==> config.mk <==
export PLATFORM = sky130hd
export DESIGN_NAME = colmap_pinmap
export DESIGN_NICKNAME = d
export VERILOG_FILES = /design/src/rtl/colmap_pkg.sv /design/src/rtl/colmap_decode.sv /design/src/rtl/colmap_route.sv /design/src/rtl/colmap_stage.sv /design/src/rtl/colmap_pinmap.sv
export SDC_FILE = /design/constraint.sdc
export NUM_CORES = 1
export LEC_CHECK = 0
export ABC_AREA = 1
export BUFFER_PORTS_ARGS = -buffer_cell sky130_fd_sc_hd__buf_2
export CAP_MARGIN = 40
export CORE_MARGIN = 2
export CORE_UTILIZATION = 43
export CTS_CLUSTER_SIZE = 20
export DETAILED_ROUTE_END_ITERATION = 10
export GPL_ROUTABILITY_DRIVEN = 0
export PLACE_DENSITY_LB_ADDON = 0.2
export SLEW_MARGIN = 20
export SYNTH_ARGS = -nofsm -noshare
export SYNTH_HDL_FRONTEND = slang
export SYNTH_HIERARCHICAL = 1
export SYNTH_SLANG_ARGS = --single-unit
export TNS_END_PERCENT = 30
==> constraint.sdc <==
create_clock -name clk -period 2.69 [get_ports clk]
set_input_delay 0.538 -clock clk [delete_from_list [all_inputs] [get_ports clk]]
set_output_delay 0.538 -clock clk [all_outputs]
set_load 0.02 [all_outputs]
==> src/rtl/colmap_pkg.sv <==
package colmap_pkg;
  localparam int BYTE_LSBS = 3;
  localparam int COLW_W    = 4;
  localparam int CODE_W    = 3;
  localparam int CODE_MAXV = 5;
  localparam logic [CODE_W-1:0] CODE_NONE = 3'd7;

  typedef struct packed {
    logic              ok;
    logic [CODE_W-1:0] code;
    logic [COLW_W-1:0] ncol;
  } colcfg_t;
endpackage

==> src/rtl/colmap_decode.sv <==
module colmap_decode
  import colmap_pkg::*;
#(
  parameter int MIN_COLS = 7,
  parameter int MAX_COLS = 12
) (
  input  logic [COLW_W-1:0] colw,
  output colcfg_t           cfg
);
  logic [COLW_W-1:0] rel;
  logic              in_range;

  assign in_range = (colw >= COLW_W'(MIN_COLS)) && (colw <= COLW_W'(MAX_COLS));
  assign rel      = colw - COLW_W'(MIN_COLS);

  always_comb begin
    cfg.ok   = in_range;
    cfg.ncol = in_range ? colw : '0;
    if (!in_range || (rel > COLW_W'(CODE_MAXV)))
      cfg.code = CODE_NONE;
    else
      cfg.code = rel[CODE_W-1:0];
  end
endmodule

==> src/rtl/colmap_route.sv <==
module colmap_route
  import colmap_pkg::*;
#(
  parameter int ADDR_W = 15,
  parameter int PIN_W  = 13,
  parameter int AP_PIN = 10
) (
  input  logic [ADDR_W-1:0] addr,
  input  logic [COLW_W-1:0] ncol,
  input  logic              ap,
  input  logic              ok,
  output logic [PIN_W-1:0]  pins
);
  logic unused_lsbs;
  assign unused_lsbs = ^addr[BYTE_LSBS-1:0];

  for (genvar p = 0; p < PIN_W; p++) begin : g_pin
    if (p == AP_PIN) begin : g_ap
      assign pins[p] = ok & ap;
    end else begin : g_col
      localparam int CIDX = (p < AP_PIN) ? p : p - 1;
      assign pins[p] = (ncol > COLW_W'(CIDX)) ? addr[CIDX + BYTE_LSBS] : 1'b0;
    end
  end
endmodule

==> src/rtl/colmap_stage.sv <==
module colmap_stage #(
  parameter int W = 17
) (
  input  logic         clk,
  input  logic         rst_n,
  input  logic         in_valid,
  output logic         in_ready,
  input  logic [W-1:0] in_data,
  output logic         out_valid,
  input  logic         out_ready,
  output logic [W-1:0] out_data
);
  assign in_ready = !out_valid || out_ready;

  always_ff @(posedge clk or negedge rst_n) begin
    if (!rst_n) begin
      out_valid <= 1'b0;
      out_data  <= '0;
    end else if (in_ready) begin
      out_valid <= in_valid;
      if (in_valid) out_data <= in_data;
    end
  end
endmodule

==> src/rtl/colmap_pinmap.sv <==
module colmap_pinmap
  import colmap_pkg::*;
#(
  parameter int MIN_COLS = 7,
  parameter int MAX_COLS = 12,
  parameter int AP_PIN   = 10,
  parameter int PIN_W    = MAX_COLS + 1,
  parameter int ADDR_W   = MAX_COLS + BYTE_LSBS
) (
  input  logic              clk,
  input  logic              rst_n,
  input  logic              in_valid,
  output logic              in_ready,
  input  logic [ADDR_W-1:0] in_addr,
  input  logic [COLW_W-1:0] in_colw,
  input  logic              in_ap,
  output logic              out_valid,
  input  logic              out_ready,
  output logic [PIN_W-1:0]  out_pins,
  output logic [CODE_W-1:0] out_code,
  output logic              out_inval
);
  localparam int DW = PIN_W + CODE_W + 1;

  colcfg_t          cfg;
  logic [PIN_W-1:0] pins_c;
  logic [DW-1:0]    res_c, res_q;

  colmap_decode #(.MIN_COLS(MIN_COLS), .MAX_COLS(MAX_COLS)) dec_i (
    .colw (in_colw),
    .cfg  (cfg)
  );

  colmap_route #(.ADDR_W(ADDR_W), .PIN_W(PIN_W), .AP_PIN(AP_PIN)) route_i (
    .addr (in_addr),
    .ncol (cfg.ncol),
    .ap   (in_ap),
    .ok   (cfg.ok),
    .pins (pins_c)
  );

  assign res_c = {pins_c, cfg.code, !cfg.ok};

  colmap_stage #(.W(DW)) stage_i (
    .clk       (clk),
    .rst_n     (rst_n),
    .in_valid  (in_valid),
    .in_ready  (in_ready),
    .in_data   (res_c),
    .out_valid (out_valid),
    .out_ready (out_ready),
    .out_data  (res_q)
  );

  assign {out_pins, out_code, out_inval} = res_q;
endmodule

# After elaboration in Yosys (flattened, before gate mapping)
# Index checks and enable logic that the tools add are counted.
dict set report totals {
  register_bits 18
  output_inout_bits 19
  inputBits 24
  elab_cells 39
}
dict set report classes {
  n_mux 14
  bitwise_logic 1
  reduce_logical 6
  add_sub_neg 1
  n_lt_le_gt_ge 15
}
# op count
set op_table {}
lappend op_table {{> comparator 4 x 3 -> 1 bit, second input constant} 5}
lappend op_table {{> comparator 4 bit, second input constant} 4}
lappend op_table {{two-way mux 1 bit} 12}
lappend op_table {{> comparator 4 x 1 -> 1 bit, second input constant} 2}
lappend op_table {{> comparator 4 x 2 -> 1 bit, second input constant} 2}
lappend op_table {{greater-or-equal comparator 4 x 3 -> 1 bit, second input constant} 1}
lappend op_table {{<= comparator 4 bit, second input constant} 1}
lappend op_table {{two-way mux 4 bit} 1}
lappend op_table {{subtractor 4 x 3 -> 4 bit, second input constant} 1}
lappend op_table {{two-way mux 3 bit} 1}
lappend op_table {{logical NOT 1 bit} 2}
lappend op_table {{logical OR 1 bit} 2}
lappend op_table {{AND reduction 2 bit} 1}
lappend op_table {{bitwise AND 1 bit} 1}
lappend op_table {{logical AND 1 bit} 1}

# Longest topological paths before layout
dict set report depth {
  depth_word 5
  ltp_mapped 12
  ltp_nobuf 12
}

# Modules after synthesis
# Netlist, hierarchy kept.
# mod cells_each area_each_um2 instances
set modules_own_cells {}
lappend modules_own_cells {colmap_stage 78 755.7 1}
lappend modules_own_cells {colmap_decode 34 177.7 1}
lappend modules_own_cells {colmap_route 32 155.1 1}
lappend modules_own_cells {colmap_pinmap 1 3.8 1}

# Worst setup path after synthesis
# OpenSTA, ideal clock, no wires.
dict set report synth_timing {
  path_kind {input to register}
  from {input in_colw[0]}
  to {register stage_i.out_data[4]}
  t_arrival_ns 1.576
  stages 10
  path_buffers 0
  setup_slack_ns 1.049
  required_time_ns 2.625
  setup_ns 0.065
  path_cell_list {inv_1 > ha_1 > inv_1 > nand3_1 > nand2_2 > nor2_1 > nor2_2 > a21boi_1 > nand3_1 > nand2_1}
}
# item line_no
set synth_lines {}
lappend synth_lines {{from (decl)} colmap_pinmap.sv:15} ;# input logic [COLW_W-1:0] in_colw,
lappend synth_lines {{to (signal assigned)} colmap_stage.sv:21} ;# if (in_valid) out_data <= in_data;
lappend synth_lines {{to (decl)} colmap_stage.sv:11} ;# output logic [W-1:0] out_data

# Worst setup path in the final report
dict set report layout_timing {
  from {register stage_i.out_valid}
  to {output in_ready}
}
dict set report layout_between {
  elab_chain_len 2
}
# item line_no
set layout_rtl {}
lappend layout_rtl {{from (decl)} colmap_stage.sv:9} ;# output logic out_valid,
lappend layout_rtl {{from (signal assigned)} colmap_stage.sv:20} ;# out_valid <= in_valid;
lappend layout_rtl {{logical NOT 1 bit} colmap_stage.sv:13} ;# assign in_ready = !out_valid || out_ready;
lappend layout_rtl {{logical OR 1 bit} colmap_stage.sv:13}
lappend layout_rtl {{to (decl)} colmap_pinmap.sv:13} ;# output logic in_ready,
# Every way passes these cells.

==> impl_metrics.tcl <==
set metrics [dict create \
    cts_hold_buf 0 \
    rows 18 \
    slew_violations 0 \
    outcome "finished clean" \
    end_kind "primary output" \
    grt_max_degree 21 \
    antenna_found_initial 0 \
    critical_path.cell_chain "nand2_2 -> buf_2" \
    cts_htree_levels 1 \
    cp_max_fo 20 \
    insertion_delay_ns 0.30 \
    switching_share 0.339 \
    crit_path_max_incr_delay_ns 0.40 \
    drc 0 \
    fin_crit_sh 0.667 \
    vdd_ir_drop_max_mv 0.264 \
    grt_pass1_vias 899 \
    combPwrFrac 0.274 \
    post-place-cells 207 \
    required_ns 2.15 \
    cts_resized 0 \
    vias 1021 \
    drt-total-wl_um 2310 \
    die_y_um 54.4 \
    nNetsFinal 209 \
    r2r_slack_ns 1.49 \
    die_w_um 54.4 \
    syn2layout_area_growth_pct 16.7 \
    period_needed_ns 1.79 \
    overflow 0 \
    netlist_instances 145 \
    yosysWarnings 6 \
    synth_fp_nets 172 \
    cts_setup_buffers 0 \
    fin_util 0.524 \
    ctsLongestPathBuffers 2 \
    hold_viol 0 \
    diodes 0 \
    ios 43 \
    synth-seq-cells 18 \
    core_um2 2430 \
    ys_types 21 \
    finalSetupViolations 0 \
    first_pass_iters 4 \
    dpl.hpwl_um 1690 \
    cts-root-buf "clkbuf_4" \
    hold_class "input pin to async pin" \
    p_switching_mw 0.227 \
    fin_skew_ns 0.0103 \
    ys_seq_area_frac 0.412 \
    finalNonFillerCells 211 \
    p_int_mw 0.442 \
    clkPwrFrac 0.258 \
    dieArea_um2 2960 \
    syn-cell-area_um2 1090 \
    grt_use_met2 0.285 \
    ant_nets 0 \
    crit_slowest_cell "dfrtp_1" \
    grt-busiest-layer "met2" \
    critPathKind "flip-flop to primary output" \
    cp-endpoint "in_ready" \
    postSynthAreaPerCell_um2 7.53 \
    timing.rr.start "stage_i/out_valid" \
    p_seq_frac 0.467 \
    first_iter_violations 29 \
    finalSetupTns_ns 0 \
    r2r_end "stage_i/out_data[15]" \
    grt_usage 0.178 \
    clock_sinks 18 \
    fmax_mhz 557 \
    viasPerCell 4.84 \
    grt_pass1_wl_um 3770 \
    detail_route.wl_per_cell_um 10.9 \
    port_buffers 39 \
    grtUsageMet1 0.232 \
    tritoncts "yes" \
    clk_transition_reported_paths_ns 0.12 \
    drv_cap 0 \
    total_leakage_power_nw 0.787 \
    fill_cells 247 \
    worstSetupStartpoint "stage_i/out_valid" \
    tightest_slew_ns 0.414 \
    rr_worst_depth 4 \
    start_util 0.449 \
    drive_gt1_frac 0.293 \
    cp.arrival_ns 1.26 \
    grt.met3_usage 0.0355 \
    cts_buffers 3 \
    powerDensity_nw_per_um2 525 \
    cp-start-kind "flip-flop" \
    relSlewSlack 0.724 \
    rsz0062_at_grt "false" \
    layout_commonest_cell "nand2_1" \
    final_cell_mix "47 x nand2_1, 39 x buf_2, 22 x nand3_1" \
]
[power groups by stage]
| stage | Combinational, mW | Clock, mW | Sequential [mW] |
|---|---|---|---|
| floorplan | 0.0966 | 0 | 0.355 |
| global placement | 0.183 | 0 | 0.317 |
| finish | 0.183 | 0.173 | 0.313 |
| global route | 0.209 | 0.189 | 0.317 |
| CTS | 0.185 | 0.179 | 0.313 |
| detailed placement | 0.185 | 0 | 0.318 |
[worst max-delay path, delay by kind of cell (launching register included)]
family,cells,cell delay (ns)
buffers and inverters,1,0.25
DFF,1,0.40
and+or+nand+nor,1,0.32
[per-stage QoR]
step,worst slack (ns),hold WS (ns),cell area (µm²),total power [mW]
5_1_grt,0.803,0.175,1270,0.715
3_3_place_gp,0.720,0.448,1240,0.499
6_report,0.895,0.148,1270,0.669
4_1_cts,0.882,0.157,1270,0.677
2_1_floorplan,1.05,0.242,1090,0.452
3_5_place_dp,0.715,0.453,1240,0.503
[worst min-delay path by stage]
stage,depth (start not counted),startpoint,endpoint,slack (ns)
after floorplan,0,rst_n,stage_i/out_data[0],0.24
final,1,rst_n,stage_i/out_data[5],0.15
after detailed placement,2,stage_i/out_data[7],stage_i/out_data[7],0.45
after global placement,2,stage_i/out_data[6],stage_i/out_data[6],0.45
after global routing,1,rst_n,stage_i/out_data[11],0.17
after CTS,1,rst_n,stage_i/out_data[11],0.16
[area by class of cell]
cell class	count	area [µm²]	area share
clock buffers	4	36.3	0.0285
inverters	19	71.3	0.0559
multi-input cells	101	484	0.380
flip-flops and latches	18	450	0.353
well taps	30	37.5	0.0294
repair buffers	39	195	0.153
[registers in the layout (all words and copies together), names as in the netlist]
register / count
stage_i/out_data: 17
stage_i/out_valid: 1
[layer usage]
layer | wire length, µm | share of wire
met5 | 0 | 0
met4 | 27 | 0.012
met2 | 1050 | 0.45
met3 | 119 | 0.052
met1 | 1120 | 0.48
[cells in the mapped netlist, drive strengths merged]
cell type	number	area, µm²
a21boi	3	22.5
a21oi	4	23.8
and3	1	6.26
buf	6	72.6
clkbuf	1	13.8
dfrtp	18	450
ha	3	37.5
inv	19	71.3
nand2	52	213
nand3	22	110
nand4	1	6.26
nor2	12	50.1
o21ai	3	15.0
[cells by family (layout without fill, tap and decap cells)]
| family | count (synthesis) | after routing | synth area share |
|---|---|---|---|
| AND/OR/NAND/NOR | 88 | 88 | 0.353 |
| buffers and inverters | 26 | 62 | 0.144 |
| flip-flops | 18 | 18 | 0.412 |
| AO/OA/AOI/OAI | 10 | 10 | 0.0561 |
| adder cells (fa/ha/maj) | 3 | 3 | 0.0344 |
(Power assumes the default switching activity.)
